==> src/rtl/nic_pkg.sv <==
package nic_pkg;

  typedef enum logic [1:0] {
    NS_IDLE = 2'd0,
    NS_NORM = 2'd1,
    NS_FAST = 2'd2,
    NS_NEST = 2'd3
  } nest_st_t;

  // a fast request may be offered while idle or inside a normal service
  function automatic logic fast_allowed(input nest_st_t st);
    return (st == NS_IDLE) || (st == NS_NORM);
  endfunction

  // a normal request may be offered only while idle
  function automatic logic norm_allowed(input nest_st_t st);
    return st == NS_IDLE;
  endfunction

  function automatic logic st_fast(input nest_st_t st);
    return (st == NS_FAST) || (st == NS_NEST);
  endfunction

  function automatic logic st_norm(input nest_st_t st);
    return (st == NS_NORM) || (st == NS_NEST);
  endfunction

endpackage

==> src/rtl/nic_pend_bank.sv <==
module nic_pend_bank #(
  parameter int N_SRC = 14
) (
  input  logic             clk,
  input  logic             rst_n,
  input  logic [N_SRC-1:0] req_pulse,
  input  logic             clr_we,
  input  logic [N_SRC-1:0] clr_mask,
  output logic [N_SRC-1:0] pend_q
);

  for (genvar gi = 0; gi < N_SRC; gi++) begin : g_flag
    logic clr_hit;
    assign clr_hit = clr_we & clr_mask[gi];
    // a new request beats a simultaneous clear
    always_ff @(posedge clk or negedge rst_n) begin
      if (!rst_n) pend_q[gi] <= 1'b0;
      else        pend_q[gi] <= req_pulse[gi] | (pend_q[gi] & ~clr_hit);
    end
  end

endmodule

==> src/rtl/nic_pick.sv <==
module nic_pick #(
  parameter int N_SRC = 14,
  localparam int IDX_W = (N_SRC > 1) ? $clog2(N_SRC) : 1
) (
  input  logic [N_SRC-1:0] cand,
  output logic             any,
  output logic [IDX_W-1:0] idx
);

  function automatic logic [IDX_W-1:0] lowest_set(input logic [N_SRC-1:0] v);
    logic [IDX_W-1:0] r;
    r = '0;
    for (int i = N_SRC - 1; i >= 0; i--) begin
      if (v[i]) r = IDX_W'(i);
    end
    return r;
  endfunction

  assign any = |cand;
  assign idx = lowest_set(cand);

endmodule

==> src/rtl/nic_nest_fsm.sv <==
module nic_nest_fsm
  import nic_pkg::*;
(
  input  logic     clk,
  input  logic     rst_n,
  input  logic     fast_irq,
  input  logic     norm_irq,
  input  logic     take,
  input  logic     ret_fast,
  input  logic     ret_norm,
  output nest_st_t st_q,
  output logic     fast_ret_ev,
  output logic     norm_ret_ev,
  output logic     fast_take_ev,
  output logic     norm_take_ev
);

  nest_st_t st_d;

  // named events: valid returns first, then accepted requests
  assign fast_ret_ev  = ret_fast & st_fast(st_q);
  assign norm_ret_ev  = ret_norm & (st_q == NS_NORM);
  assign fast_take_ev = take & fast_irq & ~fast_ret_ev & ~norm_ret_ev;
  assign norm_take_ev = take & norm_irq & ~fast_irq & ~fast_ret_ev & ~norm_ret_ev;

  always_comb begin
    st_d = st_q;
    if (fast_ret_ev) begin
      st_d = (st_q == NS_NEST) ? NS_NORM : NS_IDLE;
    end else if (norm_ret_ev) begin
      st_d = NS_IDLE;
    end else if (fast_take_ev) begin
      st_d = (st_q == NS_NORM) ? NS_NEST : NS_FAST;
    end else if (norm_take_ev) begin
      st_d = NS_NORM;
    end
  end

  always_ff @(posedge clk or negedge rst_n) begin
    if (!rst_n) st_q <= NS_IDLE;
    else        st_q <= st_d;
  end

endmodule

==> src/rtl/nest_irq_ctrl.sv <==
module nest_irq_ctrl
  import nic_pkg::*;
#(
  parameter int N_SRC = 14,
  localparam int IDX_W = (N_SRC > 1) ? $clog2(N_SRC) : 1
) (
  input  logic             clk,
  input  logic             rst_n,
  input  logic [N_SRC-1:0] req_pulse,
  input  logic [N_SRC-1:0] src_en,
  input  logic [N_SRC-1:0] src_fast,
  input  logic             clr_we,
  input  logic [N_SRC-1:0] clr_mask,
  input  logic             take,
  input  logic             ret_fast,
  input  logic             ret_norm,
  output logic             fast_irq,
  output logic             norm_irq,
  output logic [IDX_W-1:0] win_idx,
  output logic [N_SRC-1:0] pend_flags,
  output logic             in_fast,
  output logic             in_norm
);

  logic [N_SRC-1:0] pend_q;
  logic [N_SRC-1:0] elig;
  logic [N_SRC-1:0] fast_cand;
  logic [N_SRC-1:0] norm_cand;
  logic             fast_any, norm_any;
  logic [IDX_W-1:0] fast_idx, norm_idx;
  nest_st_t         st_q;
  logic             fast_ret_ev, norm_ret_ev, fast_take_ev, norm_take_ev;

  nic_pend_bank #(.N_SRC(N_SRC)) u_pend (
    .clk      (clk),
    .rst_n    (rst_n),
    .req_pulse(req_pulse),
    .clr_we   (clr_we),
    .clr_mask (clr_mask),
    .pend_q   (pend_q)
  );

  assign elig      = pend_q & src_en;
  assign fast_cand = elig & src_fast;
  assign norm_cand = elig & ~src_fast;

  nic_pick #(.N_SRC(N_SRC)) u_pick_fast (
    .cand(fast_cand),
    .any (fast_any),
    .idx (fast_idx)
  );

  nic_pick #(.N_SRC(N_SRC)) u_pick_norm (
    .cand(norm_cand),
    .any (norm_any),
    .idx (norm_idx)
  );

  nic_nest_fsm u_fsm (
    .clk         (clk),
    .rst_n       (rst_n),
    .fast_irq    (fast_irq),
    .norm_irq    (norm_irq),
    .take        (take),
    .ret_fast    (ret_fast),
    .ret_norm    (ret_norm),
    .st_q        (st_q),
    .fast_ret_ev (fast_ret_ev),
    .norm_ret_ev (norm_ret_ev),
    .fast_take_ev(fast_take_ev),
    .norm_take_ev(norm_take_ev)
  );

  assign fast_irq   = fast_any & fast_allowed(st_q);
  assign norm_irq   = norm_any & ~fast_any & norm_allowed(st_q);
  assign win_idx    = fast_irq ? fast_idx : (norm_irq ? norm_idx : '0);
  assign pend_flags = pend_q;
  assign in_fast    = st_fast(st_q);
  assign in_norm    = st_norm(st_q);

endmodule

==> config.mk <==
export PLATFORM = sky130hd
export DESIGN_NAME = nest_irq_ctrl
export DESIGN_NICKNAME = d
export VERILOG_FILES = /design/src/rtl/nic_pkg.sv /design/src/rtl/nic_pend_bank.sv /design/src/rtl/nic_pick.sv /design/src/rtl/nic_nest_fsm.sv /design/src/rtl/nest_irq_ctrl.sv
export SDC_FILE = /design/constraint.sdc
export NUM_CORES = 1
export LEC_CHECK = 0
export ABC_CLOCK_PERIOD_IN_PS = 3000
export BUFFER_PORTS_ARGS = -buffer_cell sky130_fd_sc_hd__buf_2
export CORE_MARGIN = 1.5
export CORE_UTILIZATION = 41
export DETAILED_ROUTE_END_ITERATION = 10
export PLACE_DENSITY = 0.8
export SETUP_SLACK_MARGIN = 0.3
export SKIP_CTS_REPAIR_TIMING = 1
export SLEW_MARGIN = 10
export SYNTH_ARGS = -nofsm -noshare
export SYNTH_HDL_FRONTEND = slang
export SYNTH_SLANG_ARGS = --single-unit
export TNS_END_PERCENT = 5
==> constraint.sdc <==
create_clock -name clk -period 3 [get_ports clk]
set_input_delay 0.75 -clock clk [delete_from_list [all_inputs] [get_ports clk]]
set_output_delay 0.75 -clock clk [all_outputs]
set_load 0.05 [all_outputs]
Word-level counts from Yosys, hierarchy flattened
Index checks and enable logic that the tools add are counted.
{ "op_classes": {"n_eq_ne": 3, "muxes": 36, "bitwise_logic": 76, "n_reduce_logical": 7} }
{ "ops": {"columns": ["operator", "count"], "rows": [
  ["4-bit two-way mux", 30],
  ["14-bit bitwise AND", 3],
  ["1-bit bitwise AND", 40],
  ["14-bit OR reduction", 2],
  ["1-bit NOT", 18],
  ["14-bit NOT", 1],
  ["1-bit bitwise OR", 14],
  ["2-bit two-way mux", 4],
  ["2-bit equality test (second input constant)", 2],
  ["4-bit nonzero test", 1],
  ["1-bit logical OR", 3],
  ["2-bit by 1-bit equality test with 1-bit output (second input constant)", 1],
  ["2-bit zero test", 1],
  ["1-bit two-way mux", 2]
]} }
{ "word_totals": {"regBits": 16, "word_cells": 137} }

Logic depth before layout (Yosys ltp)
Gate-level depths: netlist (run 1).
{ "logic_depth": {"ltp_word": 18, "depth_mapped": 5} }

Cells and area by module
Synthesis (run 1) repeated with hierarchy kept, for this count alone.
{ "hier_totals": {"cells_unflattened": 168, "hier_area_um2": 1262.5} }
{ "by_module_without_submodules": {"columns": ["module", "instances", "cells_per_inst", "area_per_inst_um2"], "rows": [
  ["nic_pend_bank", 1, 43, 519.2],
  ["nest_irq_ctrl", 1, 59, 306.5],
  ["nic_pick", 2, 25, 148.9],
  ["nic_nest_fsm", 1, 16, 138.9]
]} }

Worst setup path after synthesis (run 1)
OpenSTA, ideal clock, no wires.
{ "synth_path": {"path_kind": "input -> output", "start": "input src_fast[5]", "end": "output win_idx[0]", "arrival_ps": 3567, "setup_slack_ps": -1317, "cell_stages": 5, "path_buffers": 0, "path_cell_list": "nand3_1 -> and4_1 -> a41oi_1 -> nand2_1 -> o32ai_1"} }
{ "synth_rtl": {"columns": ["element", "line", "rtl"], "rows": [
  ["start, declared", "nest_irq_ctrl.sv:11", "input logic [N_SRC-1:0] src_fast,"],
  ["14-bit bitwise AND", "nest_irq_ctrl.sv:44", "assign fast_cand = elig & src_fast;"],
  ["14-bit OR reduction", "nic_pick.sv:19", "assign any = |cand;"],
  ["1-bit bitwise AND", "nest_irq_ctrl.sv:74", "assign fast_irq = fast_any & fast_allowed(st_q);"],
  ["named net fast_irq", "nest_irq_ctrl.sv:17", "output logic fast_irq,"],
  ["4-bit two-way mux", "nest_irq_ctrl.sv:76", "assign win_idx = fast_irq ? fast_idx : (norm_irq ? norm_idx : '0);"],
  ["end, declared", "nest_irq_ctrl.sv:19", "output logic [IDX_W-1:0] win_idx,"]
]} }
The timed path passes the listed nets, and every way through them passes these cells.

Final worst setup path (run 1)
{ "layout_path": {"start": "input src_en[12]", "end": "output win_idx[0]"} }
{ "layout_between": {"elab_chain_cells": 17} }
{ "layout_rtl": {"columns": ["element", "line", "rtl"], "rows": [
  ["start, declared", "nest_irq_ctrl.sv:10", "input logic [N_SRC-1:0] src_en,"],
  ["14-bit bitwise AND (*)", "nest_irq_ctrl.sv:43", "assign elig = pend_q & src_en;"],
  ["14-bit bitwise AND", "nest_irq_ctrl.sv:45", "assign norm_cand = elig & ~src_fast;"],
  ["4-bit two-way mux (13 in series)", "nic_pick.sv:14", "if (v[i]) r = IDX_W'(i);"],
  ["4-bit two-way mux", "nest_irq_ctrl.sv:76", null],
  ["4-bit two-way mux (*)", "nest_irq_ctrl.sv:76", null]
]} }
Mark *: on every way between the ends. The rest lies on a longest branch, timed or not.

==> impl_metrics.env, run 1 <==
export IMPL_status="complete, no violations"
export IMPL_drcViolationCount=0
export IMPL_final_cell_mix="buf_2, nand2_1, buf_4, dfrtp_1, a21o_1"
export IMPL_final_nets=313
export IMPL_syn_nets=208
export IMPL_hpwlAfterDp_mm=3.161
export IMPL_wl_per_cell_um=13.41
export IMPL_holdWs_ns=0.3522
export IMPL_fin_ws_ns=0.003052
export IMPL_synth_area_leaders="dfrtp_1, a21o_1, nand2_1"
export IMPL_wl_mm=3.767
export IMPL_grtUsageTotal_pct=22.64
export IMPL_ys_seq_elements=16
export IMPL_grt_busiest_layer="met2"
export IMPL_drive_gt1_share_pct=52.80
export IMPL_grt_pass1_vias=1485
export IMPL_leakagePower_nw=0.9950
export IMPL_cts_buffers=3
export IMPL_period_share_pct=99.90
export IMPL_clock_fmax_mhz=333.7
export IMPL_ys_async_sr_fraction_pct=100.0
export IMPL_fin_setup_tns_ns=0
export IMPL_tightest_slew_ns=0.3783
export IMPL_fin_crit_ns=2.997
export IMPL_initial_core_util_pct=43.86
export IMPL_pre_cts_slack_ns=-0.1192
export IMPL_total_power_mw=0.8058
export IMPL_worst_setup_path_end_kind="output pin"
export IMPL_design_area_mm2=0.002059
export IMPL_crit_required_ns=2.25
export IMPL_antennaDiodeCount=0
export IMPL_grt_antenna_before_repair=0
export IMPL_maxCapViolations=0
export IMPL_met3_usage_pct=2.268
export IMPL_ys_types=39
export IMPL_drv_slew=0
export IMPL_place_area_mm2=0.001962
export IMPL_synth_edf_count=0
export IMPL_ys_flop_type="dfrtp_1"
export IMPL_place_gp_congestion=0.8690
export IMPL_syn_inst=146
export IMPL_grtUsageMet2_pct=39.94
export IMPL_die_y_um=57.55
export IMPL_fin_skew_ns=0.001136
export IMPL_setup_viol=0
export IMPL_drtAntennaViolNets=0
export IMPL_ios=84
export IMPL_rsz0062_at_grt="true"
export IMPL_cp_max_fo=3
export IMPL_clk_latency_ns=0.29
export IMPL_dieArea_mm2=0.003311
export IMPL_core_mm2=0.002781
export IMPL_die_w_um=57.55
export IMPL_met1_usage_pct=29.38
export IMPL_hold_class="in -> async"
export IMPL_port_buffers=83
export IMPL_clock_path_buffers=2
export IMPL_start_kind="input pin"
export IMPL_ys_seq_area_share_pct=32.82
export IMPL_std_cell_rows=19
export IMPL_grt_first_pass_wirelength_mm=5.885
export IMPL_grt_max_degree=17
export IMPL_clockRootBuffer="clkbuf_4"
export IMPL_synth_top_area_cell="dfrtp_1"
export IMPL_clk_pin_slew_worst_paths_ns=0.10
export IMPL_dr_pass1_iters=4
export IMPL_final_common_cell="buf_2"
export IMPL_cts_sinks=16
export IMPL_area_delta_synth_final_pct=68.82
export IMPL_drt_iter0_drc=51
export IMPL_syn_area_per_cell_um2=8.356
export IMPL_via_per_inst=5.537
export IMPL_cts_htree_levels=1
export IMPL_finalHoldViolCount=0
export IMPL_path_class="in -> out"
export IMPL_fillers=213
export IMPL_slew_headroom_pct=74.70
export IMPL_yosysWarnings=0
export IMPL_cp_arrival_ns=2.25
export IMPL_irDropWorstVdd_mv=0.3113
export IMPL_grt_remaining_overflow=0
export IMPL_power_density_mw_per_mm2=391.3
export IMPL_cts_tree="yes"
export IMPL_syn_cell_area_mm2=0.001220
export IMPL_via_count=1556
export IMPL_yosysTopAreaCellShare_pct=32.82
[through the flow]
step / utilization [%] / instances
5_1_grt: 74.04 / 281
3_5_place_dp: 70.54 / 277
2_1_floorplan: - / 146
3_3_place_gp: 70.54 / 277
4_1_cts: 71.84 / 281
6_report: 74.04 / 281
[worst paths after layout]
kind                             startpoint               end  slack (ns)  cells past startpoint
max                              src_en[12]        win_idx[0]       0.003                      7
min                                   rst_n  u_pend.pend_q[7]        0.35                      1
max reg2reg                u_pend.pend_q[6]     u_fsm.st_q[0]        1.17                      6
min reg2reg                u_pend.pend_q[2]  u_pend.pend_q[2]        0.53                      1
max in group asynchronous             rst_n     u_fsm.st_q[0]        2.38                      1
min in group clk           u_pend.pend_q[2]  u_pend.pend_q[2]        0.53                      1
[synthesized netlist by cell type, types with 3 or more instances]
| master | count |
|---|---|
| nand3_1 | 14 |
| nand2_1 | 30 |
| nor2b_1 | 4 |
| clkbuf_1 | 3 |
| and3_1 | 4 |
| a21o_1 | 15 |
| o21ai_0 | 4 |
| and3b_1 | 4 |
| dfrtp_1 | 16 |
| o211ai_1 | 3 |
| nor2_1 | 6 |
| nor3_1 | 3 |
| nand3b_1 | 8 |
[report_power, final]
group	total (mW)	switching (mW)	internal, mW	leakage (nW)
sequential	0.254	0.0221	0.232	0.166
combinational	0.403	0.238	0.165	0.808
clock	0.148	0.0744	0.0741	0.0210
total	0.806	0.335	0.471	0.995
[cell type report]
class	count	area [um2]	share of cell area, %
Tap cell	31	38.79	1.883
Multi-Input combinational cell	126	983.4	47.75
Inverter	1	3.754	0.1823
Sequential cell	16	400.4	19.44
Timing Repair Buffer	103	596.8	28.98
Clock buffer	4	36.28	1.762
[layer usage]
| metal | share of wire (%) | vias to the layer above |
|---|---|---|
| met3 | 5.4 | 15 |
| met4 | 2.0 | 0 |
| li1 | - | 768 |
| met1 | 45 | 710 |
| met5 | 0 | - |
| met2 | 48 | 63 |
[state kept, by name (all words and copies together), names as in the netlist]
signal and flops:
u_pend.pend_q 14, u_fsm.st_q 2
[cell families (layout without fill, tap and decap cells)]
family / after synthesis / in the layout / share of synthesized area (%)
compound gates: 41 / 41 / 26.56
flops: 16 / 16 / 32.82
buf+inv: 4 / 108 / 1.230
simple gates: 85 / 85 / 39.39
[critical path, stage by stage]
cell	delay (ns)
buf_6	0.09
and3b_1	0.18
o21bai_4	0.17
or4_4	0.44
o211ai_4	0.31
o32ai_4	0.13
buf_6	0.18
No activity file was read; power rests on OpenSTA's default activity.
==> run 2: changes to the inputs <==
Settings changed: ABC_AREA from default to 1, CORE_UTILIZATION 41 to 42, PLACE_DENSITY 0.8 to 0.81.
==> run 2 against run 1 <==
Net effect: the run now ends with DRC left; die area up 0.40%; register-to-register slack better by 0.24 ns; synthesized area up 2.9%; sequential power about the same; cell area down 6.3%; global-route usage down 2.1 points; non-clock buffer count down 10; hold slack better by 0.0073 ns; total power down 8.7%; wire length down 8.6%; synthesized cell count up 29%.
==> impl_metrics.env, run 2 <==
export IMPL_syn_cell_area_mm2=0.001255
export IMPL_final_common_cell="buf_2"
export IMPL_route_met2_wl_mm=1.775
export IMPL_synth_adder_area_share_pct=0
export IMPL_irDropWorstVdd_mv=0.2294
export IMPL_status="complete, but fails checks"
export IMPL_largest_register_ffs=14
export IMPL_drcViolationCount=3
export IMPL_clock_path_buffers=2
export IMPL_wl_mm=3.444
export IMPL_synth_compound_area_share_pct=13.66
export IMPL_slew_headroom_pct=74.49
export IMPL_synth_top_area_cell="dfrtp_1"
export IMPL_clock_fmax_mhz=357.6
export IMPL_clk_pin_slew_worst_paths_ns=0.10
export IMPL_fin_cells=313
export IMPL_grt_remaining_overflow=0
export IMPL_yosysMostFrequentCell="nand2_1"
export IMPL_cts_sinks=16
export IMPL_fin_crit_ns=2.797
export IMPL_synth_top_family_by_area="simple AND/OR/NAND/NOR gates"
export IMPL_top_register="u_pend.pend_q"
export IMPL_place_gp_congestion=0.8540
export IMPL_power_density_mw_per_mm2=381.5
export IMPL_dieArea_mm2=0.003325
export IMPL_clockRootBuffer="clkbuf_4"
export IMPL_die_w_um=57.66
export IMPL_pre_cts_slack_ns=0.08785
export IMPL_rsz0062_at_grt="true"
export IMPL_crit_path_top_delay_cell="buf_4"
export IMPL_drtAntennaViolNets=0
export IMPL_clk_latency_ns=0.29
export IMPL_synth_area_mux_share_pct=0
export IMPL_ys_seq_elements=16
export IMPL_syn_nets=251
export IMPL_final_cell_mix="buf_2, nand2_1, nor2_1, inv_1, dfrtp_1"
export IMPL_grt_antenna_before_repair=0
export IMPL_cts_buffers=3
export IMPL_period_share_pct=93.22
export IMPL_initial_core_util_pct=44.74
export IMPL_synth_area_leaders="dfrtp_1, nand2_1, a21o_1"
export IMPL_drv_slew=0
export IMPL_cts_htree_levels=1
export IMPL_tightest_slew_ns=0.3826
export IMPL_syn_area_per_cell_um2=6.640
export IMPL_worst_setup_path_end_kind="output pin"
export IMPL_ys_async_sr_fraction_pct=100.0
export IMPL_path_common_cell="nor2_4"
export IMPL_path_cells="buf_2 -> nand3_4 -> nand2_2 -> nor2_4 -> nand3_2 -> nor2_4 -> nand3_2 -> nor2_4 -> inv_2 -> o31ai_4 -> buf_4"
export IMPL_hpwlAfterDp_mm=2.614
export IMPL_reg_top3="u_pend.pend_q x14, u_fsm.st_q x2"
export IMPL_hold_class="in -> async"
export IMPL_fin_setup_tns_ns=0
export IMPL_antennaDiodeCount=0
export IMPL_drive_gt1_share_pct=46.45
export IMPL_ys_types=22
export IMPL_ys_flop_type="dfrtp_1"
export IMPL_fin_ws_ns=0.2035
export IMPL_via_per_inst=4.968
export IMPL_std_cell_rows=19
export IMPL_area_delta_synth_final_pct=53.74
export IMPL_setup_viol=0
export IMPL_ys_seq_area_share_pct=31.90
export IMPL_die_y_um=57.66
export IMPL_cp_arrival_ns=2.05
export IMPL_syn_inst=189
export IMPL_crit_buf_inv=3
export IMPL_yosysWarnings=0
export IMPL_met3WireLength_um=222
export IMPL_drt_iter0_drc=36
export IMPL_grt_pass1_vias=1395
export IMPL_maxCapViolations=0
export IMPL_via_count=1555
export IMPL_synth_edf_count=0
export IMPL_drt_met1_wl_mm=1.426
export IMPL_yosysTopAreaCellShare_pct=31.90
export IMPL_finalHoldViolCount=0
export IMPL_leakagePower_nw=1.063
export IMPL_top_layer="met4"
export IMPL_wl_per_cell_um=11.00
export IMPL_cp_max_fo=4
export IMPL_placedCellCount=300
export IMPL_ios=84
export IMPL_synth_common_cells="nand2_1, inv_1, nor2_1"
export IMPL_grtUsageTotal_pct=20.52
export IMPL_final_nets=346
export IMPL_start_kind="input pin"
export IMPL_dr_pass1_iters=7
export IMPL_core_mm2=0.002805
export IMPL_grt_max_degree=17
export IMPL_crit_required_ns=2.25
export IMPL_holdWs_ns=0.3595
export IMPL_cts_tree="yes"
export IMPL_max_stage_delay_ns=0.23
export IMPL_path_class="in -> out"
export IMPL_synth_xor_area_share_pct=0
export IMPL_grt_first_pass_wirelength_mm=5.485
export IMPL_synth_simple_area_share_pct=46.96
export IMPL_violations="DRC"
export IMPL_fin_skew_ns=0.006860
export IMPL_port_buffers=83
export IMPL_crit_family="simple AND/OR/NAND/NOR gates"
[run 2: changes by cell type after synthesis, sizes merged, moves of 2 or more]
cell | previous run | this run
a41oi | 2 | 0
and3 | 6 | 0
and3b | 4 | 0
and4 | 2 | 0
inv | 1 | 22
nand2 | 31 | 74
nand3 | 14 | 22
nand3b | 8 | 2
nor2 | 6 | 23
nor2b | 4 | 0
nor4 | 2 | 0
o211ai | 4 | 0
o32ai | 3 | 0
[run 2: worst reg2reg max path, delay by kind of cell, from the launching register on]
kind,cells,cell delay [ns]
AO/OA/AOI/OAI,1,0.05
buffers and inverters,1,0.13
flip-flops,1,0.43
AND/OR/NAND/NOR,7,0.86
[run 2: power by group]
part	leakage [nW]	internal [mW]	total (mW)	switching, mW
clock network	0.0138	0.0467	0.119	0.0724
registers	0.165	0.232	0.251	0.0193
logic	0.883	0.127	0.366	0.238
total	1.06	0.406	0.736	0.330
[run 2: cell families (layout without fill, tap and decap cells)]
family	Yosys count	after routing
compound gates	24	24
flops	16	16
buf+inv	25	118
simple gates	124	124
[run 2: worst paths after layout]
kind	from	endpoint	slack [ns]	cells past startpoint
setup / recovery	src_en[9]	win_idx[2]	0.20	11
min in group clk	u_pend.pend_q[13]	u_pend.pend_q[13]	0.54	1
hold reg to reg	u_pend.pend_q[13]	u_pend.pend_q[13]	0.54	1
setup reg to reg	u_pend.pend_q[10]	u_fsm.st_q[0]	1.41	9
max in group asynchronous	rst_n	u_pend.pend_q[0]	2.36	1
hold / removal	rst_n	u_pend.pend_q[11]	0.36	1
[run 2: metrics by stage]
step	power [mW]	instance area, um2	util [%]
6_report	0.7360	1929	68.78
5_1_grt	0.7852	1929	68.78
4_1_cts	0.6985	1733	61.78
3_5_place_dp	0.5786	1710	60.97
3_3_place_gp	0.5752	1710	60.97
2_1_floorplan	0.4798	1267	-
[run 2: final cells by class]
type                    count  area (um2)
fillers                   258       875.8
flip-flops and latches     16       400.4
well taps                  31       38.79
inverters                  22       82.58
clock buffers               3       22.52
multi-input cells         148       854.6
repair buffers             93       530.5
[run 2: metal layers]
metal / up-vias / global-route usage [%]
met4: 0 / 5.316
met2: 58 / 36.04
met1: 698 / 26.49
li1: 795 / -
met5: - / 0
met3: 4 / 2.902
==> run 3: changes to the inputs <==
Settings changed: CELL_PAD_IN_SITES_DETAIL_PLACEMENT from default to 1, CELL_PAD_IN_SITES_GLOBAL_PLACEMENT from default to 1, CORE_UTILIZATION 42 to 27, PLACE_DENSITY 0.81 to default, PLACE_DENSITY_LB_ADDON from default to 0.1.
==> run 3 against run 2 <==
Net effect: the run now ends clean; cell area is 4.2% higher; combinational power grew 4%; sequential power is essentially flat; worst setup slack lost 0.0088 ns; sequential share of layout area decreased by 0.83 points; via count shrank 0.45%; clock power increased by 39%; die area increased by 52%; flip-flop and latch count did not move; clock skew is 0.0052 ns lower; register-to-register slack got worse by 0.02 ns; largest cell class unchanged.
==> impl_metrics.env, run 3 (synthesized netlist as in run 2, its figures left out) <==
export IMPL_rsz0062_at_grt="true"
export IMPL_hold_class="in -> async"
export IMPL_top_register="u_pend.pend_q"
export IMPL_multi_input_area_um2=867.1
export IMPL_cp_max_fo=4
export IMPL_grt_antenna_before_repair=0
export IMPL_final_cell_mix="buf_2, nand2_1, inv_1, nor2_1, dfrtp_1"
export IMPL_crit_required_ns=2.25
export IMPL_cts_sinks=16
export IMPL_grt_busiest_layer="met2"
export IMPL_grt_first_pass_wirelength_mm=6.403
export IMPL_die_y_um=71.18
export IMPL_antennaDiodeCount=0
export IMPL_drcViolationCount=0
export IMPL_rr_startpoint="u_pend.pend_q[11]"
export IMPL_initial_core_util_pct=28.43
export IMPL_final_common_cell="buf_2"
export IMPL_fin_skew_ns=0.001625
export IMPL_clock_fmax_mhz=356.5
export IMPL_cp_arrival_ns=2.06
export IMPL_finalHoldViolCount=0
export IMPL_grtUsageTotal_pct=15.57
export IMPL_final_nets=346
export IMPL_drtAntennaViolNets=0
export IMPL_placedCellCount=322
export IMPL_leakagePower_nw=1.077
export IMPL_dieArea_mm2=0.005066
export IMPL_power_density_mw_per_mm2=397.8
export IMPL_grt_pass1_vias=1529
export IMPL_port_buffers=83
export IMPL_clock_path_buffers=2
export IMPL_path_class="in -> out"
export IMPL_std_cell_rows=24
export IMPL_wl_mm=4.041
export IMPL_cp_startpoint="src_en[10]"
export IMPL_cts_tree="yes"
export IMPL_met1_usage_pct=19.91
export IMPL_core_mm2=0.004414
export IMPL_cts_buffers=3
export IMPL_grt_max_degree=17
export IMPL_ios=84
export IMPL_cts_htree_levels=1
export IMPL_fin_crit_ns=2.805
export IMPL_drt_iter0_drc=19
export IMPL_status="complete, no violations"
export IMPL_clockRootBuffer="clkbuf_8"
export IMPL_largest_register_ffs=14
export IMPL_met3_usage_pct=3.561
export IMPL_pre_cts_slack_ns=0.08896
export IMPL_die_w_um=71.18
export IMPL_fin_ws_ns=0.1947
export IMPL_grt_remaining_overflow=0
export IMPL_period_share_pct=93.51
export IMPL_hpwlAfterDp_mm=3.200
export IMPL_clk_latency_ns=0.25
export IMPL_fin_setup_tns_ns=0
export IMPL_wl_per_cell_um=12.10
export IMPL_irDropWorstVdd_mv=0.2389
export IMPL_tightest_slew_ns=0.3903
export IMPL_setup_viol=0
export IMPL_drv_slew=0
export IMPL_regArea_um2=400.4
export IMPL_fillers=596
export IMPL_via_count=1548
export IMPL_worst_setup_path_end_kind="output pin"
export IMPL_area_delta_synth_final_pct=60.12
export IMPL_slew_headroom_pct=73.98
export IMPL_grtUsageMet2_pct=27.16
export IMPL_via_per_inst=4.635
export IMPL_clk_pin_slew_worst_paths_ns=0.06
export IMPL_fin_cells=334
export IMPL_place_gp_congestion=0.7612
export IMPL_start_kind="input pin"
export IMPL_dr_pass1_iters=4
export IMPL_drive_gt1_share_pct=47.87
export IMPL_reg_top3="u_pend.pend_q x14, u_fsm.st_q x2"
export IMPL_maxCapViolations=0
run 3: changes by cell type in the layout (fill, tap and decap cells not counted), moves of 2 or more:
cell      previous run  this run
buf_6                6         8
buf_2               76        73
nand2_2              5         7
clkbuf_4             3         1
clkbuf_8             0         3
nand2_1             68        66
run 3: worst max-delay path: stages:
cell      delay [ns]
buf_6           0.09
nand3b_1        0.10
nand2_2         0.09
nor3_4          0.21
nand2_2         0.11
nor3_4          0.22
nor2_4          0.06
inv_2           0.08
nor2_2          0.04
nand2_1         0.07
nand2_2         0.07
buf_8           0.15
run 3: final timing paths:
| check | endpoint | slack [ns] | cells past startpoint |
|---|---|---|---|
| max in group asynchronous | u_pend.pend_q[3] | 2.31 | 1 |
| min | u_pend.pend_q[13] | 0.41 | 1 |
| max reg2reg | u_fsm.st_q[0] | 1.39 | 9 |
| min in group clk | u_pend.pend_q[13] | 0.53 | 1 |
| max | win_idx[0] | 0.19 | 12 |
| min reg2reg | u_pend.pend_q[13] | 0.53 | 1 |
run 3: where the power goes:
group,total (mW),leakage [nW],internal (mW),switching [mW]
registers,0.253,0.165,0.232,0.0201
clock network,0.166,0.0216,0.0892,0.0773
logic,0.380,0.889,0.135,0.245
total,0.799,1.08,0.457,0.342
run 3: layer usage:
| metal | share of wire [%] | vias to the layer above |
|---|---|---|
| li1 | - | 793 |
| met1 | 43 | 705 |
| met2 | 52 | 48 |
| met3 | 4.9 | 2 |
| met4 | 0.54 | 0 |
| met5 | 0 | - |
run 3: cell type report:
class	count	area share [%]
multi-input cells	148	43.15
repair buffers	93	27.52
flip-flops and latches	16	19.93
inverters	22	4.110
well taps	52	3.238
clock buffers	3	2.055
run 3: through the flow:
stage	total power, mW	utilization (%)	instance area [um2]	hold WS, ns
finish	0.7993	45.52	2009	0.4135
global route	0.8597	45.52	2009	0.4343
CTS	0.7611	40.45	1785	0.4284
detailed placement	0.5889	39.51	1744	0.5036
global placement	0.5870	39.51	1744	0.4911
floorplan	0.4798	-	1267	0.4544
